`config.mk`:
```
export PLATFORM = sky130hd
export DESIGN_NAME = pir_frame_rx
export DESIGN_NICKNAME = d
export VERILOG_FILES = /design/src/rtl/pir_pkg.sv /design/src/rtl/pir_edge_sync.sv /design/src/rtl/pir_unit_timer.sv /design/src/rtl/pir_bit_packer.sv /design/src/rtl/pir_reply_ctrl.sv /design/src/rtl/pir_frame_rx.sv
export SDC_FILE = /design/constraint.sdc
export NUM_CORES = 1
export LEC_CHECK = 0
export ABC_AREA = 1
export CAP_MARGIN = 20
export CORE_ASPECT_RATIO = 1.1
export CORE_MARGIN = 8
export CORE_UTILIZATION = 54
export DETAILED_ROUTE_END_ITERATION = 8
export GPL_TIMING_DRIVEN = 1
export PLACE_DENSITY = 0.84
export SYNTH_ARGS = -nofsm -noshare
export SYNTH_HDL_FRONTEND = slang
export SYNTH_SLANG_ARGS = --single-unit
```
`constraint.sdc`:
```
create_clock -name clk -period 3 [get_ports clk]
set_input_delay 0.6 -clock clk [delete_from_list [all_inputs] [get_ports clk]]
set_output_delay 0.6 -clock clk [all_outputs]
set_load 0.05 [all_outputs]
```
`src/rtl/pir_pkg.sv`:
```
package pir_pkg;

  typedef enum logic [1:0] {
    SYM_NOISE = 2'd0,
    SYM_ZERO  = 2'd1,
    SYM_ONE   = 2'd2,
    SYM_MARK  = 2'd3
  } sym_e;

  // Sort an interval (in carrier units) into a symbol class.
  function automatic sym_e classify(input logic [31:0] ivl,
                                    input int unsigned zero_min,
                                    input int unsigned one_min,
                                    input int unsigned mark_min);
    if (ivl >= mark_min)      return SYM_MARK;
    else if (ivl >= one_min)  return SYM_ONE;
    else if (ivl >= zero_min) return SYM_ZERO;
    else                      return SYM_NOISE;
  endfunction

  function automatic logic is_data(input sym_e s);
    return (s == SYM_ZERO) || (s == SYM_ONE);
  endfunction

endpackage

```
`src/rtl/pir_edge_sync.sv`:
```
module pir_edge_sync #(
  parameter int STAGES = 2
) (
  input  logic clk,
  input  logic rst_n,
  input  logic async_in,
  output logic rise
);
  logic [STAGES-1:0] sh;
  logic              prev;

  always_ff @(posedge clk) begin
    if (!rst_n) begin
      sh   <= '0;
      prev <= 1'b0;
    end else begin
      sh   <= {sh[STAGES-2:0], async_in};
      prev <= sh[STAGES-1];
    end
  end

  assign rise = sh[STAGES-1] & ~prev;
endmodule

```
`src/rtl/pir_unit_timer.sv`:
```
module pir_unit_timer #(
  parameter int CLKS_PER_UNIT = 384,
  parameter int IVL_W         = 9,
  parameter int EOF_UNITS     = 80,
  parameter int REPLY_AT      = 192
) (
  input  logic             clk,
  input  logic             rst_n,
  input  logic             restart,
  output logic [IVL_W-1:0] ivl,
  output logic             eof_hit,
  output logic             reply_hit
);
  localparam int DIV_W = $clog2(CLKS_PER_UNIT + 1);
  localparam logic [IVL_W-1:0] IVL_MAX = {IVL_W{1'b1}};

  logic [DIV_W-1:0] div;
  logic             tick;

  assign tick = (div == DIV_W'(CLKS_PER_UNIT - 1));

  always_ff @(posedge clk) begin
    if (!rst_n) begin
      div <= '0;
      ivl <= '0;
    end else if (restart) begin
      div <= '0;
      ivl <= '0;
    end else if (tick) begin
      div <= '0;
      if (ivl != IVL_MAX) ivl <= ivl + IVL_W'(1);
    end else begin
      div <= div + DIV_W'(1);
    end
  end

  assign eof_hit   = tick & ~restart & (ivl == IVL_W'(EOF_UNITS - 1));
  assign reply_hit = tick & ~restart & (ivl == IVL_W'(REPLY_AT - 1));
endmodule

```
`src/rtl/pir_bit_packer.sv`:
```
module pir_bit_packer #(
  parameter int MAX_BITS = 160,
  parameter int LEN_W    = 8
) (
  input  logic                clk,
  input  logic                rst_n,
  input  logic                bit_en,
  input  logic                bit_val,
  input  logic                close,
  output logic [MAX_BITS-1:0] data,
  output logic [LEN_W-1:0]    len,
  output logic                open
);
  logic [LEN_W-1:0] pos;

  assign pos = LEN_W'(MAX_BITS - 1) - len;

  always_ff @(posedge clk) begin
    if (!rst_n) begin
      data <= '0;
      len  <= '0;
      open <= 1'b0;
    end else if (close) begin
      open <= 1'b0;
    end else if (bit_en) begin
      if (!open) begin
        open               <= 1'b1;
        data               <= '0;
        data[MAX_BITS-1]   <= bit_val;
        len                <= LEN_W'(1);
      end else if (len < LEN_W'(MAX_BITS)) begin
        data[pos] <= bit_val;
        len       <= len + LEN_W'(1);
      end
    end
  end
endmodule

```
`src/rtl/pir_reply_ctrl.sv`:
```
module pir_reply_ctrl (
  input  logic clk,
  input  logic rst_n,
  input  logic rise,
  input  logic eof_hit,
  input  logic reply_hit,
  input  logic open,
  output logic frame_valid,
  output logic tx_now,
  output logic armed
);
  always_ff @(posedge clk) begin
    if (!rst_n) begin
      frame_valid <= 1'b0;
      tx_now      <= 1'b0;
      armed       <= 1'b0;
    end else begin
      frame_valid <= eof_hit & open;
      tx_now      <= reply_hit & armed;
      if (rise)                armed <= 1'b0;
      else if (eof_hit & open) armed <= 1'b1;
      else if (reply_hit)      armed <= 1'b0;
    end
  end
endmodule

```
`src/rtl/pir_frame_rx.sv`:
```
module pir_frame_rx #(
  parameter int CLKS_PER_UNIT = 384,
  parameter int SYNC_STAGES   = 2,
  parameter int ZERO_MIN      = 15,
  parameter int ONE_MIN       = 25,
  parameter int MARK_MIN      = 36,
  parameter int EOF_UNITS     = 80,
  parameter int REPLY_WAIT    = 200,
  parameter int LOW_UNITS     = 8,
  parameter int MAX_BYTES     = 20,
  localparam int MAX_BITS     = MAX_BYTES * 8,
  localparam int LEN_W        = $clog2(MAX_BITS + 1),
  localparam int REPLY_AT     = REPLY_WAIT - LOW_UNITS,
  localparam int IVL_W        = $clog2(REPLY_AT + 1) + 1
) (
  input  logic                clk,
  input  logic                rst_n,
  input  logic                field_in,
  output logic [MAX_BITS-1:0] frame_data,
  output logic [LEN_W-1:0]    frame_len,
  output logic                frame_valid,
  output logic                tx_now
);
  import pir_pkg::*;

  logic             rise;
  logic [IVL_W-1:0] ivl;
  logic             eof_hit;
  logic             reply_hit;
  logic             open;
  logic             armed;
  sym_e             sym;
  logic             bit_en;

  pir_edge_sync #(.STAGES(SYNC_STAGES)) u_sync (
    .clk(clk), .rst_n(rst_n), .async_in(field_in), .rise(rise)
  );

  pir_unit_timer #(
    .CLKS_PER_UNIT(CLKS_PER_UNIT), .IVL_W(IVL_W),
    .EOF_UNITS(EOF_UNITS), .REPLY_AT(REPLY_AT)
  ) u_timer (
    .clk(clk), .rst_n(rst_n), .restart(rise), .ivl(ivl),
    .eof_hit(eof_hit), .reply_hit(reply_hit)
  );

  assign sym    = classify(32'(ivl), ZERO_MIN, ONE_MIN, MARK_MIN);
  assign bit_en = rise & is_data(sym);

  pir_bit_packer #(.MAX_BITS(MAX_BITS), .LEN_W(LEN_W)) u_pack (
    .clk(clk), .rst_n(rst_n), .bit_en(bit_en), .bit_val(sym == SYM_ONE),
    .close(eof_hit), .data(frame_data), .len(frame_len), .open(open)
  );

  pir_reply_ctrl u_reply (
    .clk(clk), .rst_n(rst_n), .rise(rise), .eof_hit(eof_hit),
    .reply_hit(reply_hit), .open(open), .frame_valid(frame_valid),
    .tx_now(tx_now), .armed(armed)
  );
endmodule

```
==> reports/metrics.cfg <==
[timing]
final-hold-violation-count=0
period_minus_slack_ps=2725
worst_pin_slew_ps=940.8
rsz0062_at_grt=false
finalClockSkew_ps=7.019
setup-violations-final=0
slew_viol_final=0
max_freq_ghz=0.3670
tns_ps=0
post-route-period-util_pct=90.83
slew_headroom_pct=37.28

[placed_design]
place.gp.congestion=0.9012
place_inst=2005
hpwl_um=21720
numPortBuffers=172

[status]
status=finished clean

[routing]
post-route-drc-count=0
wl_met2_um=15800
wl_met3_um=3310
top_layer=met4
antenna_left=0
routed_via_density=5.635
routedLengthMet1_um=12870
firstDrtPassIters=6
vias=11480
finalWirelength_um=33300
wire_per_inst_um=16.35
first_iter_violations=1760

[pwr]
sequentialPowerShare_pct=51.4
power_switching_uw=1130
power_density_nw_per_um2=387.6
p_clk_share_pct=47.4
power.internal_uw=3868
p_comb_share_pct=1.3
ir_worst_vdd_mv=0.4298
leakagePower_uw=0.005189
sw_frac_of_total_pct=22.61

[setup_path]
critPathTopFamily=buffers and inverters
start_kind=register
cp.arrival_ps=3000
crit_buf_inv=4
end_kind=register
crit_chain=ha_1 -> inv_1 -> nor3_1 -> nor3_1 -> o21a_1 -> ha_1 -> inv_1 -> nand2_2 -> nor2_4 -> buf_12 -> buf_12 -> nand2_1 -> nand2_1 -> a21oi_1
worstPathRequired_ps=3280
critPathMaxStageDelay_ps=420
cp_max_fo=59
crit_type=reg2reg
critPathSlowestCell=dfxtp_1

[final_layout]
instances_no_fill=2037
seq_area_um2=3867
antennaDiodeCount=0
nets=1792
final_layout_size_suffix_gt1_share_pct=5.251
area_growth_pct=24.95
n_fill_cell=1650
multi_input_area_um2=5186
fin_util_pct=68.23

[floorplanning]
initial_core_util_pct=54.60
rows=53
dieArea_um2=23800
num_io_pins=173
coreArea_um2=18900
die_x_um=147.8
die_h_um=161.0

[clocking]
cts_setup_buffers=0
cts_num_sinks=193
clk_pin_slew_ps=70
clock_latency_ps=440
ctsHoldBuffers=0
cts_tree=yes
htree_levels=4
cts_resized=0
cts-root-buf=clkbuf_16
numCtsBuffers=17
cts.path.max_buffers=2

[grt]
grt_pass1_vias=10340
grt_antenna_before_repair=0
grt_start_max_net_pins=165
grt_pass1_wl_um=52700
grt-ovfl-total=0
gr-usage-all-layers_pct=26.98

[run]
cap_violations=0

[logic_synthesis]
synth_area_per_cell_um2=6.209
synth_cells=1662
ys_ff_latch=193
yosys_most_used_dff=dfxtp_1
synth_edf_count=0
ys_warn_count=0
syn-num-nets=1677
ys_seq_area_share_pct=37.44
synth_cell_types=29
ys_async_sr_fraction_pct=0
netlist_area_um2=10320

[min_path]
hold_path.class=reg2reg

-- worst reg2reg max path: cells and delay by family, from the launching register on --
family	cells	cell delay, ps
AO/OA/AOI/OAI	2	250
adder cells (fa/ha/maj)	2	510
buffers and inverters	4	670
flip-flops	1	420
AND/OR/NAND/NOR	6	690
-- logic make-up (layout without fill, tap and decap cells) --
family | Yosys count | count (layout) | share of synthesized area (%)
buffers and inverters | 324 | 452 | 12.57
and+or+nand+nor | 931 | 931 | 38.49
AOI/OAI and AO/OA | 200 | 200 | 9.869
DFF | 193 | 193 | 37.44
xor gates and xnor gates | 2 | 2 | 0.1698
adders and majority gates | 12 | 12 | 1.455
-- metrics by stage --
step | hold WS, ps | area, um2 | power, uW | setup slack [ps]
floorplan | 390.5 | 10320 | 2671 | 537.7
global placement | 395.2 | 12290 | 2689 | 346.1
detailed placement | 406.5 | 12290 | 2689 | 326.6
CTS | 425.6 | 12890 | 5009 | 294.2
global route | 461.5 | 12890 | 5120 | 36.33
finish | 423.4 | 12890 | 4998 | 275.1
-- metal layers --
metal | up-vias | global-route usage, %
met5 | - | 0
met4 | 0 | 12.76
met3 | 92 | 6.939
met2 | 575 | 44.14
met1 | 5293 | 32.56
li1 | 5519 | -
-- synthesized netlist by cell type, types with 2 or more instances --
| cell | instances | area share (%) |
|---|---|---|
| buf_1 | 28 | 1.0 |
| nand3b_1 | 3 | 0.22 |
| dfxtp_1 | 193 | 37 |
| nor3_1 | 8 | 0.39 |
| buf_2 | 26 | 1.3 |
| inv_1 | 199 | 7.2 |
| nor2_1 | 50 | 1.8 |
| inv_2 | 2 | 0.073 |
| nand2_1 | 688 | 25 |
| ha_1 | 12 | 1.5 |
| buf_4 | 13 | 0.95 |
| nand3_1 | 15 | 0.73 |
| a211oi_1 | 3 | 0.22 |
| nand4_1 | 160 | 9.7 |
| o21ai_0 | 13 | 0.63 |
| a21oi_1 | 180 | 8.7 |
| clkbuf_1 | 55 | 2.0 |
| nor2_4 | 3 | 0.33 |
-- cells in the final DEF, fill, tap and decap left out, drive strengths merged, types with 16 or more instances in the layout --
cell,synthesis,layout
a21oi,180,180
buf,67,46
clkbuf,55,19
clkdlybuf4s50,0,172
dfxtp,193,193
inv,201,207
nand2,689,689
nand3,16,16
nand4,160,160
nor2,53,53
-- power by group through the flow --
stage               clock network [uW]  logic (uW)  registers (uW)
finish                            2370        62.6            2570
global route                      2490        68.1            2570
global placement                     0        62.0            2630
floorplan                            0        43.8            2630
detailed placement                   0        61.8            2630
CTS                               2380        61.9            2570
-- registers in the layout (all words and copies together), names as in the netlist --
| signal | cells |
|---|---|
| u_pack.data | 160 |
| u_timer.div | 9 |
| u_timer.ivl | 9 |
| u_pack.len | 8 |
| u_sync.sh | 2 |
| u_pack.open | 1 |
| u_reply.armed | 1 |
| u_reply.frame_valid | 1 |
| u_reply.tx_now | 1 |
| u_sync.prev | 1 |
-- final cells by class --
type / count / share of cell area, %
inverter: 202 / 5.899
clock buffer: 19 / 3.513
tap: 247 / 2.397
sequential: 193 / 29.99
timing repair buffer: 218 / 16.81
multi-input combinational: 1145 / 40.22
clock inverter: 13 / 1.174
-- path summary, 6_finish.rpt --
kind | from | end | slack [ps] | cells after the start
worst max register to register | u_timer.ivl[0] | u_pack.data[80] | 280 | 14
worst min register to register | u_sync.sh[0] | u_sync.sh[1] | 420 | 2
worst max-delay path | u_timer.ivl[0] | u_pack.data[80] | 280 | 14
worst min-delay path | u_sync.sh[0] | u_sync.sh[1] | 420 | 2
No activity file was read; power rests on OpenSTA's default activity.
